<file path="src/rtl/uart_rxf_pkg.sv">
package uart_rxf_pkg;

    localparam int STAT_W   = 8;
    localparam int ST_PAR   = 0;
    localparam int ST_FRM   = 1;
    localparam int ST_NOISE = 2;
    localparam int ST_OVR   = 3;
    localparam int ST_RDY   = 5;

    typedef struct packed {
        logic ovr;
        logic noise;
        logic frm;
        logic par;
    } err_flags_t;

endpackage

</file>
<file path="src/rtl/rxf_clr_seq.sv">
module rxf_clr_seq (
    input  logic clk,
    input  logic rst_n,
    input  logic stat_rd,
    input  logic data_rd,
    input  logic data_wr,
    input  logic other_acc,
    output logic clr_on_rd,
    output logic clr_on_any
);

    typedef struct packed {
        logic armed;
    } seq_st_t;

    seq_st_t s_d, s_q;

    always_comb begin
        s_d = s_q;
        if (stat_rd) begin
            s_d.armed = 1'b1;
        end else if (data_rd || data_wr || other_acc) begin
            s_d.armed = 1'b0;
        end
    end

    always_ff @(posedge clk or negedge rst_n) begin
        if (!rst_n) begin
            s_q <= '0;
        end else begin
            s_q <= s_d;
        end
    end

    assign clr_on_rd  = s_q.armed && data_rd && !stat_rd;
    assign clr_on_any = s_q.armed && (data_rd || data_wr) && !stat_rd;


    seq_disarm_chk: assert property (@(posedge clk) disable iff (!rst_n)
        ((data_rd || data_wr || other_acc) && !stat_rd) |=> !s_q.armed);

endmodule

</file>
<file path="src/rtl/rxf_hold_reg.sv">
module rxf_hold_reg #(
    parameter int DATA_W = 9
) (
    input  logic              clk,
    input  logic              rst_n,
    input  logic              word_done,
    input  logic [DATA_W-1:0] word_data,
    input  logic              data_rd,
    output logic              xfer,
    output logic              ovr_evt,
    output logic              rdy,
    output logic [DATA_W-1:0] held
);

    typedef struct packed {
        logic              rdy;
        logic [DATA_W-1:0] word;
    } hold_st_t;

    hold_st_t h_d, h_q;

    always_comb begin
        h_d     = h_q;
        xfer    = word_done && !h_q.rdy;
        ovr_evt = word_done &&  h_q.rdy;
        if (data_rd) begin
            h_d.rdy = 1'b0;
        end
        if (xfer) begin
            h_d.rdy  = 1'b1;
            h_d.word = word_data;
        end
    end

    always_ff @(posedge clk or negedge rst_n) begin
        if (!rst_n) begin
            h_q <= '0;
        end else begin
            h_q <= h_d;
        end
    end

    assign rdy  = h_q.rdy;
    assign held = h_q.word;


    ovr_keeps_word_chk: assert property (@(posedge clk) disable iff (!rst_n)
        (word_done && rdy) |=> $stable(held));


    xfer_loads_chk: assert property (@(posedge clk) disable iff (!rst_n)
        (word_done && !rdy) |=> (rdy && held == $past(word_data)));

endmodule

</file>
<file path="src/rtl/rxf_err_flags.sv">
module rxf_err_flags
    import uart_rxf_pkg::*;
(
    input  logic       clk,
    input  logic       rst_n,
    input  logic       xfer,
    input  logic       ovr_evt,
    input  logic       word_par_err,
    input  logic       word_frm_err,
    input  logic       word_brk,
    input  logic       word_noise,
    input  logic       one_bit_smp,
    input  logic       clr_on_rd,
    input  logic       clr_on_any,
    output err_flags_t flags
);

    err_flags_t f_d, f_q;
    err_flags_t set_v;

    always_comb begin
        set_v       = '0;
        set_v.ovr   = ovr_evt;
        set_v.noise = xfer && word_noise && !one_bit_smp;
        set_v.frm   = xfer && (word_frm_err || word_brk);
        set_v.par   = xfer && word_par_err;

        f_d = f_q;
        if (clr_on_rd) begin
            f_d.ovr   = 1'b0;
            f_d.noise = 1'b0;
            f_d.frm   = 1'b0;
        end
        if (clr_on_any) begin
            f_d.par = 1'b0;
        end
        f_d = f_d | set_v;
    end

    always_ff @(posedge clk or negedge rst_n) begin
        if (!rst_n) begin
            f_q <= '0;
        end else begin
            f_q <= f_d;
        end
    end

    assign flags = f_q;


    ovr_sets_chk: assert property (@(posedge clk) disable iff (!rst_n)
        ovr_evt |=> flags.ovr);


    drop_no_frm_chk: assert property (@(posedge clk) disable iff (!rst_n)
        (ovr_evt && !clr_on_rd) |=> $stable(flags.frm) && $stable(flags.noise));


    one_bit_nf_chk: assert property (@(posedge clk) disable iff (!rst_n)
        (one_bit_smp && !flags.noise) |=> !flags.noise);


    ovr_hold_chk: assert property (@(posedge clk) disable iff (!rst_n)
        (flags.ovr && !clr_on_rd) |=> flags.ovr);


    par_hold_chk: assert property (@(posedge clk) disable iff (!rst_n)
        (flags.par && !clr_on_any) |=> flags.par);

endmodule

</file>
<file path="src/rtl/uart_rx_flag_ctrl.sv">
module uart_rx_flag_ctrl
    import uart_rxf_pkg::*;
#(
    parameter int DATA_W = 9
) (
    input  logic              clk,
    input  logic              rst_n,
    input  logic              word_done,
    input  logic [DATA_W-1:0] word_data,
    input  logic              word_par_err,
    input  logic              word_frm_err,
    input  logic              word_brk,
    input  logic              word_noise,
    input  logic              one_bit_smp,
    input  logic              rx_irq_en,
    input  logic              par_irq_en,
    input  logic              stat_rd,
    input  logic              data_rd,
    input  logic              data_wr,
    input  logic              other_acc,
    output logic [STAT_W-1:0] status,
    output logic [DATA_W-1:0] rx_data,
    output logic              data_ready,
    output logic              ovr_flag,
    output logic              noise_flag,
    output logic              frm_flag,
    output logic              par_flag,
    output logic              irq
);

    logic       clr_on_rd, clr_on_any;
    logic       xfer, ovr_evt, rdy;
    err_flags_t flags;

    rxf_clr_seq u_seq (
        .clk        (clk),
        .rst_n      (rst_n),
        .stat_rd    (stat_rd),
        .data_rd    (data_rd),
        .data_wr    (data_wr),
        .other_acc  (other_acc),
        .clr_on_rd  (clr_on_rd),
        .clr_on_any (clr_on_any)
    );

    rxf_hold_reg #(.DATA_W(DATA_W)) u_hold (
        .clk       (clk),
        .rst_n     (rst_n),
        .word_done (word_done),
        .word_data (word_data),
        .data_rd   (data_rd),
        .xfer      (xfer),
        .ovr_evt   (ovr_evt),
        .rdy       (rdy),
        .held      (rx_data)
    );

    rxf_err_flags u_err (
        .clk          (clk),
        .rst_n        (rst_n),
        .xfer         (xfer),
        .ovr_evt      (ovr_evt),
        .word_par_err (word_par_err),
        .word_frm_err (word_frm_err),
        .word_brk     (word_brk),
        .word_noise   (word_noise),
        .one_bit_smp  (one_bit_smp),
        .clr_on_rd    (clr_on_rd),
        .clr_on_any   (clr_on_any),
        .flags        (flags)
    );

    always_comb begin
        status           = '0;
        status[ST_PAR]   = flags.par;
        status[ST_FRM]   = flags.frm;
        status[ST_NOISE] = flags.noise;
        status[ST_OVR]   = flags.ovr;
        status[ST_RDY]   = rdy;
    end

    assign data_ready = rdy;
    assign ovr_flag   = flags.ovr;
    assign noise_flag = flags.noise;
    assign frm_flag   = flags.frm;
    assign par_flag   = flags.par;
    assign irq        = (rx_irq_en && (rdy || flags.ovr)) || (par_irq_en && flags.par);


    irq_quiet_chk: assert property (@(posedge clk) disable iff (!rst_n)
        (!rdy && !flags.ovr && !flags.par) |-> !irq);


    rd_clears_rdy_chk: assert property (@(posedge clk) disable iff (!rst_n)
        (data_rd && !word_done) |=> !data_ready);

endmodule

</file>
<file path="config.mk">
export PLATFORM = sky130hd
export DESIGN_NAME = uart_rx_flag_ctrl
export DESIGN_NICKNAME = d
export VERILOG_FILES = /design/src/rtl/uart_rxf_pkg.sv /design/src/rtl/rxf_clr_seq.sv /design/src/rtl/rxf_hold_reg.sv /design/src/rtl/rxf_err_flags.sv /design/src/rtl/uart_rx_flag_ctrl.sv
export SDC_FILE = /design/constraint.sdc
export NUM_CORES = 1
export LEC_CHECK = 0
export ABC_AREA = 1
export BUFFER_PORTS_ARGS = -buffer_cell sky130_fd_sc_hd__buf_2
export CAP_MARGIN = 5
export CORE_UTILIZATION = 30
export DETAILED_ROUTE_END_ITERATION = 12
export PLACE_DENSITY_LB_ADDON = 0.08
export SYNTH_ARGS = -nofsm -noshare
export SYNTH_HDL_FRONTEND = slang
export SYNTH_SLANG_ARGS = --single-unit
export TNS_END_PERCENT = 1
</file>
<file path="constraint.sdc">
create_clock -name clk -period 1.15 [get_ports clk]
set_input_delay 0.23 -clock clk [delete_from_list [all_inputs] [get_ports clk]]
set_output_delay 0.23 -clock clk [all_outputs]
set_load 0.02 [all_outputs]
</file>
==> results.md, run 1 <==
Critical path:
- For the worst setup path, the data required time is 920 ps.
- For flop-to-flop paths, the worst setup slack is 80 ps.
- Counting cells, the worst reg-to-reg path comes to 6.
- The kind of start point of the critical path is a flip-flop.
- The launching point of the worst reg2reg path is u_hold.rdy.
- The critical setup path kind is reg2out.
- The capture point of the worst reg-to-reg path is u_hold.held[0].
- The data arrival at the endpoint of the critical path is 1010 ps.
- The highest fanout seen on the critical path is 2.
- The critical path endpoint category is an output pin.

Global route:
- The residual overflow from global routing is 0.
- The via count of the first global-routing pass is 536.
- The number of antenna violations at the first check in global routing is 0.
- The global routing usage summed across all routing layers is 12.7%.
- Entering global routing, the biggest net connects 16 pins.
- The first global-routing pass estimated 2360 µm of wire.

Synth:
- The mean instance size in the synthesized netlist is 8.18 µm².
- The number of library cell types mapped by synthesis is 11.
- The number of warning messages in the yosys log is 0.
- In this run the cell area of the synthesized design comes to 687 µm².
- The number of cells produced by synthesis is 84.
- The number of register bits inferred by synthesis is 15.
- By area the synthesized netlist is led by dfrtp_1 55%, nand2_1 23%, buf_4 9.8%.
- After synthesis, flip-flops and latches occupy 54.6% of the total area.
- The cell taking the most area after synthesis is dfrtp_1.
- The synthesized design devotes to its leading area cell type 54.6% of total area.

Detailed routing:
- The detail route stage leaves a number of antenna-violating nets equal to 0.
- Across all layers, the routed design uses 623 vias.
- The number of DRC markers in iteration 0 is 7.
- After detailed routing, the number of remaining DRC violations is 0.
- Before antenna repair, the detailed router went through 4 iterations.
- The final routed wirelength across all metal layers is 1430 µm.
- After detailed routing, the average wire length per cell comes to 9.35 µm.
- Using the TritonRoute via totals, the vias-per-cell ratio works out to 4.07.

Finish:
- The multi-input combinational cells in the finished layout cover a total of 214 µm².
- The number of antenna diodes in the final layout is 0.
- For this run, the post-layout net count is 150.
- The count of cells in the finished layout, fillers not included, comes to 153.
- Relative to the synthesized area, the layout overhead comes to 36.4%.
- After filler insertion, the fill cell instance count of the layout stands at 237.
- The fraction of final layout cells with drive strength greater than 1 is 42.1%.
- The sequential cells in the finished layout cover a total of 375 µm².

Flow run:
- The count of max-cap constraint violations is 0.

CTS:
- After clock tree synthesis, the clock-pin slew on the worst setup and hold paths is 90 ps.
- The later-pin clock latency in the skew report is 280 ps.
- The H-tree depth is 1.
- Counting along the longest clock path gives a buffer depth of 2.
- TritonCTS created 3 clock buffers.
- The sink count of the clock tree is 15.
- The cell sitting at the root of the clock tree is a clkbuf_4.
- The TritonCTS clock tree is done.

Power:
- The power density of the placed cells is 1650 nW/µm².
- For this design the static power due to leakage is 0.573 nW.
- The peak supply drop is 990 µV.
- Total power for the finished layout comes to 1.54 mW.

Place:
- The count of input and output buffers is 42.
- Detailed placement ended at an HPWL of 1040 µm.
- The last weighted congestion value of the routability-driven placer is 0.646.
- Once placement completed, the tool counted placed cells totaling 146.
- The setup slack after placement is 132 ps.

Worst hold path:
- The class of the tightest hold or removal check is in2reg.
- The path with the worst hold slack has its endpoint at u_hold.held[1].
- Along the worst hold path, the cell count comes to 3.
- The startpoint of the tightest hold check path is word_data[1].

Floorplan:
- The number of placement rows is 16.
- The die is 49.9 µm wide.
- The chip height is 49.9 µm.
- The effective utilization at floorplan is 33.3%.
- The core region is 2060 µm².
- The number of top-level design ports is 46.
- The die footprint is 2490 µm².

Outcome:
- The final reports fail on setup timing.
- The flow ran to the end, but the final reports show violations.

STA:
- The final worst hold slack is 135 ps.
- The final hold violation count is 0.
- The worst-case setup margin in the final layout is -85.6 ps.
- Subtracting the final worst setup slack from the clock period gives 1240 ps.
- On the final layout, the worst clock skew is 2.76 ps.
- Setup violations remaining at the end of the flow were counted as 5.
- Setup repair after global routing could not meet its margin everywhere.
- The peak clock frequency supported by timing is 809 MHz.
- The final count of pins violating max slew is 0.
- The post-route fraction of the period consumed by the critical path is 107%.
[what timing repair did]
item                                    4_1_cts  5_1_grt
resized for setup                             3        4
endpoints found under the hold margin        15        0
hold buffers                                  1        0
endpoints found under the setup margin        1        6
buffers inserted                              2        0
pin swaps                                     2        2
[state kept, by name, summed over array words and instances (netlist names)]
signal       flops
u_hold.rdy       1
u_hold.held      9
u_err.flags      4
u_seq.s_q        1
[synth_stat cells, drive strengths merged]
cell type	count
nand3	1
conb	1
nand2	44
o21ai	4
inv	7
dfrtp	15
nor2	2
buf	10
[per-layer routing]
layer / share of wire [%] / global-route usage, % / routed length [µm] / vias up
met5: 0 / 0 / 0 / -
met4: 0.91 / 7.14 / 13 / 0
met3: 8.0 / 2.78 / 115 / 2
met2: 49 / 19.4 / 706 / 28
met1: 42 / 16.4 / 594 / 271
li1: - / - / - / 322
[logic make-up (layout without fill, tap and decap cells)]
kind of cell / count (synthesis) / in the layout / synth area share, %
DFF: 15 / 15 / 54.6
other: 1 / 3 / 0.546
AOI/OAI and AO/OA: 4 / 4 / 2.91
and+or+nand+nor: 47 / 47 / 26.6
buffers and inverters: 17 / 57 / 15.3
[power breakdown]
| group | total (mW) | switching [mW] | leakage (nW) | internal (mW) |
|---|---|---|---|---|
| Combinational | 0.561 | 0.350 | 0.375 | 0.211 |
| Sequential | 0.681 | 0.0551 | 0.180 | 0.626 |
| Clock | 0.302 | 0.173 | 0.0177 | 0.129 |
| Total | 1.54 | 0.579 | 0.573 | 0.966 |
[cell type report]
type / instances / share of cell area [%]
clock inverters: 1 / 0.534
inverters: 7 / 3.07
clock buffers: 3 / 2.40
multi-input cells: 54 / 22.8
flip-flops and latches: 15 / 40.1
repair buffers: 46 / 27.5
well taps: 27 / 3.60
[worst max-delay path, stage by stage (launching register included)]
cell and delay [ps]:
dfrtp_1 400, o21ai_1 130, nand2_1 70, buf_6 130
[stage by stage]
stage | instance area (µm²) | setup TNS (ps) | utilization, %
floorplan | 694 | 0 | -
global placement | 867 | 0 | 42.1
detailed placement | 867 | 0 | 42.1
CTS | 926 | -326 | 44.9
global route | 937 | -446 | 45.4
finish | 937 | -249 | 45.4
[placed cells by master, fill, tap and decap left out]
cell type,count
o21ai_0,3
o21ai_1,1
buf_6,2
inv_4,1
conb_1,3
nand3_1,1
nor2_1,2
clkinv_2,1
buf_4,4
buf_2,39
clkbuf_4,3
dlygate4sd3_1,1
nand2_1,42
dfrtp_1,15
inv_2,1
inv_1,5
nand2_2,2
[how the worst max path moves through the flow]
stage                to            from  cells past startpoint
global placement    irq      u_hold.rdy                      3
detailed placement  irq      u_hold.rdy                      3
finish              irq      u_hold.rdy                      3
floorplan           irq      u_hold.rdy                      2
CTS                 irq  u_err.flags[3]                      3
global route        irq      u_hold.rdy                      3
Note: power is estimated with default switching activity, not from simulation.
==> run 2, diff against run 1 <==
--- a/config.mk
+++ b/config.mk
@@ -10,7 +10,9 @@
 export CAP_MARGIN = 5
 export CORE_UTILIZATION = 30
 export DETAILED_ROUTE_END_ITERATION = 12
+export MAX_ROUTING_LAYER = met4
 export PLACE_DENSITY_LB_ADDON = 0.08
+export REMOVE_ABC_BUFFERS = 1
 export SYNTH_ARGS = -nofsm -noshare
 export SYNTH_HDL_FRONTEND = slang
 export SYNTH_SLANG_ARGS = --single-unit
==> run 2 against run 1 <==
  * Largest power group unchanged
  * Setup slack hardly changed
  * First-iteration DRC count stayed put
  * Sequential power hardly changed
  * Sequential share of layout area is 0.38 points higher
  * Core utilization is 0.42 points lower
  * Critical endpoint unchanged
  * The flow still finishes with violations (setup timing)
  * Critical path depth stayed put
  * Critical path type unchanged
==> results.md, run 2 (synthesis gave the netlist of run 1 again) <==
Outcome:
- The run finished, with violations left.
- The checks that failed: setup timing.

CTS:
- The deepest clock path buffer count is 2 (unchanged).
- The clock tree root buffer cell is clkbuf_4.
- The later-pin clock latency in the skew report came to 290 ps (about the same).
- The H-tree depth is 1 (unchanged).
- TritonCTS built the clock tree.
- The register clock-pin slew on the reported worst setup and hold paths is 90 ps (about the same).
- The clock buffer count from CTS came to 3 (unchanged).
- The sink count of the clock tree was 15 (unchanged).

Finish:
- The number of inserted filler cells in the final layout came to 219 (-7.6%).
- The library cell used most frequently in the layout, excluding fill and tap cells, is nand2_1.
- Compared with the post-synthesis result, the final layout area differs by 35.2%.
- The fraction of final layout cells with drive strength greater than 1 is 42.1% (unchanged).
- The final antenna diode count is 0 (unchanged).
- The utilization after layout was 45.0% (-0.42 points).
- In the layout the commonest cells are 42 x nand2_1, 41 x buf_2, 15 x dfrtp_1, 5 x inv_1.
- The flip-flop count of the largest register, all copies and words added came to 9 (unchanged).
- The total number of nets in the final design was 150 (unchanged).
- The finished layout cell area came to 928 µm² (-0.93%).

Global route:
- The via count of the first global-routing pass was 530 (-1.1%).
- The wire length of the first global-routing pass was 2250 µm (-4.7%).
- The residual overflow from global routing is 0 (unchanged).
- The global routing usage summed across all routing layers is 12.8% (+0.16 points).
- The number of antenna violations at the first check in global routing is 0 (unchanged).
- The pin count of the biggest net entering global routing was 16 (unchanged).

Critical path:
- The data arrival at the endpoint of the critical path is 1010 ps (about the same).
- The critical setup path kind is reg2out.
- The critical path endpoint category is an output pin.
- The slowest stage of the critical path is the dfrtp_1 cell.
- The combined buffer and inverter count along the critical path is 1 (unchanged).
- The stage delay of the slowest cell on the critical path is 380 ps (-20 ps).
- The highest fanout seen on the critical path is 2 (unchanged).
- The endpoint required time on the critical path came to 920 ps (about the same).
- Grouping stages by cell kind, the critical path spends the most delay in flip-flops.
- Traced cell by cell, the critical path runs through o21ai_1, nand2_1, buf_2.
- STA classifies the critical path startpoint as a flip-flop.

Detailed routing:
- The post-route antenna net violation count is 0 (unchanged).
- The via count normalized by instance count is 4.27 (+4.8%).
- The wire length per cell was 9.75 µm (+4.3%).
- The final routed wirelength across all metal layers is 1490 µm (+4.3%).
- The iteration count of the initial detailed-routing pass is 4 (unchanged).
- The remaining design rule violation count is 0 (unchanged).
- The number of DRC markers in iteration 0 is 7 (unchanged).
- The routed via count is 653 (+4.8%).

Power:
- The power density of the placed cells came to 1660 nW/µm² (+0.83%).
- The leakage dissipation is 0.570 nW (-0.60%).
- The peak supply drop was 934 µV (-5.7%).

Flow run:
- The count of max-cap constraint violations is 0 (unchanged).

Place:
- The count of input and output buffers came to 42 (unchanged).
- The placed wire-length estimate after detailed placement came to 1110 µm (+6.1%).
- The setup slack after placement is 144 ps (+11.2 ps).
- The last weighted congestion value of the routability-driven placer is 0.700 (+8.3%).
- The cell area after placement is 867 µm² (unchanged).

Floorplan:
- The x dimension of the die came to 49.9 µm (unchanged).
- The number of placement rows is 16 (unchanged).
- The effective utilization at floorplan came to 33.3% (unchanged).
- The number of top-level design ports was 46 (unchanged).
- The core box area is 2060 µm² (unchanged).
- The chip height is 49.9 µm (unchanged).
- The die footprint was 2490 µm² (unchanged).

STA:
- The setup violation total in the final timing report is 5 (unchanged).
- The clock skew is 3.24 ps (+0.484 ps).
- The post-route fraction of the period consumed by the critical path is 107% (about the same).
- The final worst hold slack is 125 ps (-9.35 ps).
- The final count of pins violating max slew is 0 (unchanged).
- The peak clock frequency supported by timing is 810 MHz (about the same).
- The minimum period implied by the final worst setup slack was 1240 ps (-0.332 ps).
- Setup repair after global routing could not meet its margin everywhere.
- The final hold violation count is 0 (unchanged).
- The worst-case setup margin in the final layout is -85.2 ps (+0.332 ps).

Worst hold path:
- The class of the tightest hold or removal check is in2reg.
[run 2: cell counts in the layout (fill, tap and decap cells not counted)]
Identical to the previous run, type by type.
[run 2: area by class of cell]
type | count | area (µm²) | share of cell area, %
sequential | 15 | 375 | 40.4
timing repair buffer | 46 | 249 | 26.8
multi-input combinational | 54 | 214 | 23.0
tap | 27 | 33.8 | 3.64
inverter | 7 | 28.8 | 3.10
clock buffer | 3 | 22.5 | 2.43
clock inverter | 1 | 5.00 | 0.539
[run 2: timing repair]
item | CTS | global route
hold buffers | 1 | 0
endpoints found under the setup margin | 1 | 8
setup buffers | 2 | 0
hold endpoints to repair | 15 | 0
gates resized for setup | 1 | 3
[run 2: through the flow]
| stage | TNS, ps | std cells | power, mW |
|---|---|---|---|
| 2_1_floorplan | -18.7 | 76 | 0.998 |
| 5_1_grt | -533 | 153 | 1.65 |
| 3_5_place_dp | 0 | 146 | 1.22 |
| 3_3_place_gp | 0 | 146 | 1.21 |
| 4_1_cts | -296 | 153 | 1.55 |
| 6_report | -245 | 153 | 1.54 |
[run 2: report_power, final]
part	total, mW	switching (mW)	internal, mW
combinational	0.552	0.352	0.200
clock	0.307	0.178	0.130
sequential	0.683	0.0566	0.626
total	1.54	0.587	0.956
[run 2: routing by layer]
layer,part of all wire (%),up-vias,wire length [µm],GRT usage (%)
li1,-,323,-,-
met1,43,293,634,14.5
met2,48,33,709,20.0
met3,8.5,4,127,5.86
met4,1.3,0,19,4.29
met5,0,-,0,-
[run 2: path summary, 6_finish.rpt]
| check | slack, ps | cells past startpoint | from | endpoint |
|---|---|---|---|---|
| setup / recovery | -90 | 3 | u_hold.rdy | irq |
| hold / removal | 130 | 3 | word_data[8] | u_hold.held[8] |
| setup reg to reg | 70 | 6 | u_hold.rdy | u_hold.held[0] |
| hold reg to reg | 480 | 2 | u_hold.held[8] | u_hold.held[8] |
| max in group asynchronous | 540 | 2 | rst_n | u_err.flags[0] |
| min in group asynchronous | 370 | 2 | rst_n | u_hold.held[7] |
[run 2: tightest hold or removal path, cell delays in order]
cell and delay [ps]:
buf_2 70, nand2_1 40, nand2_1 40
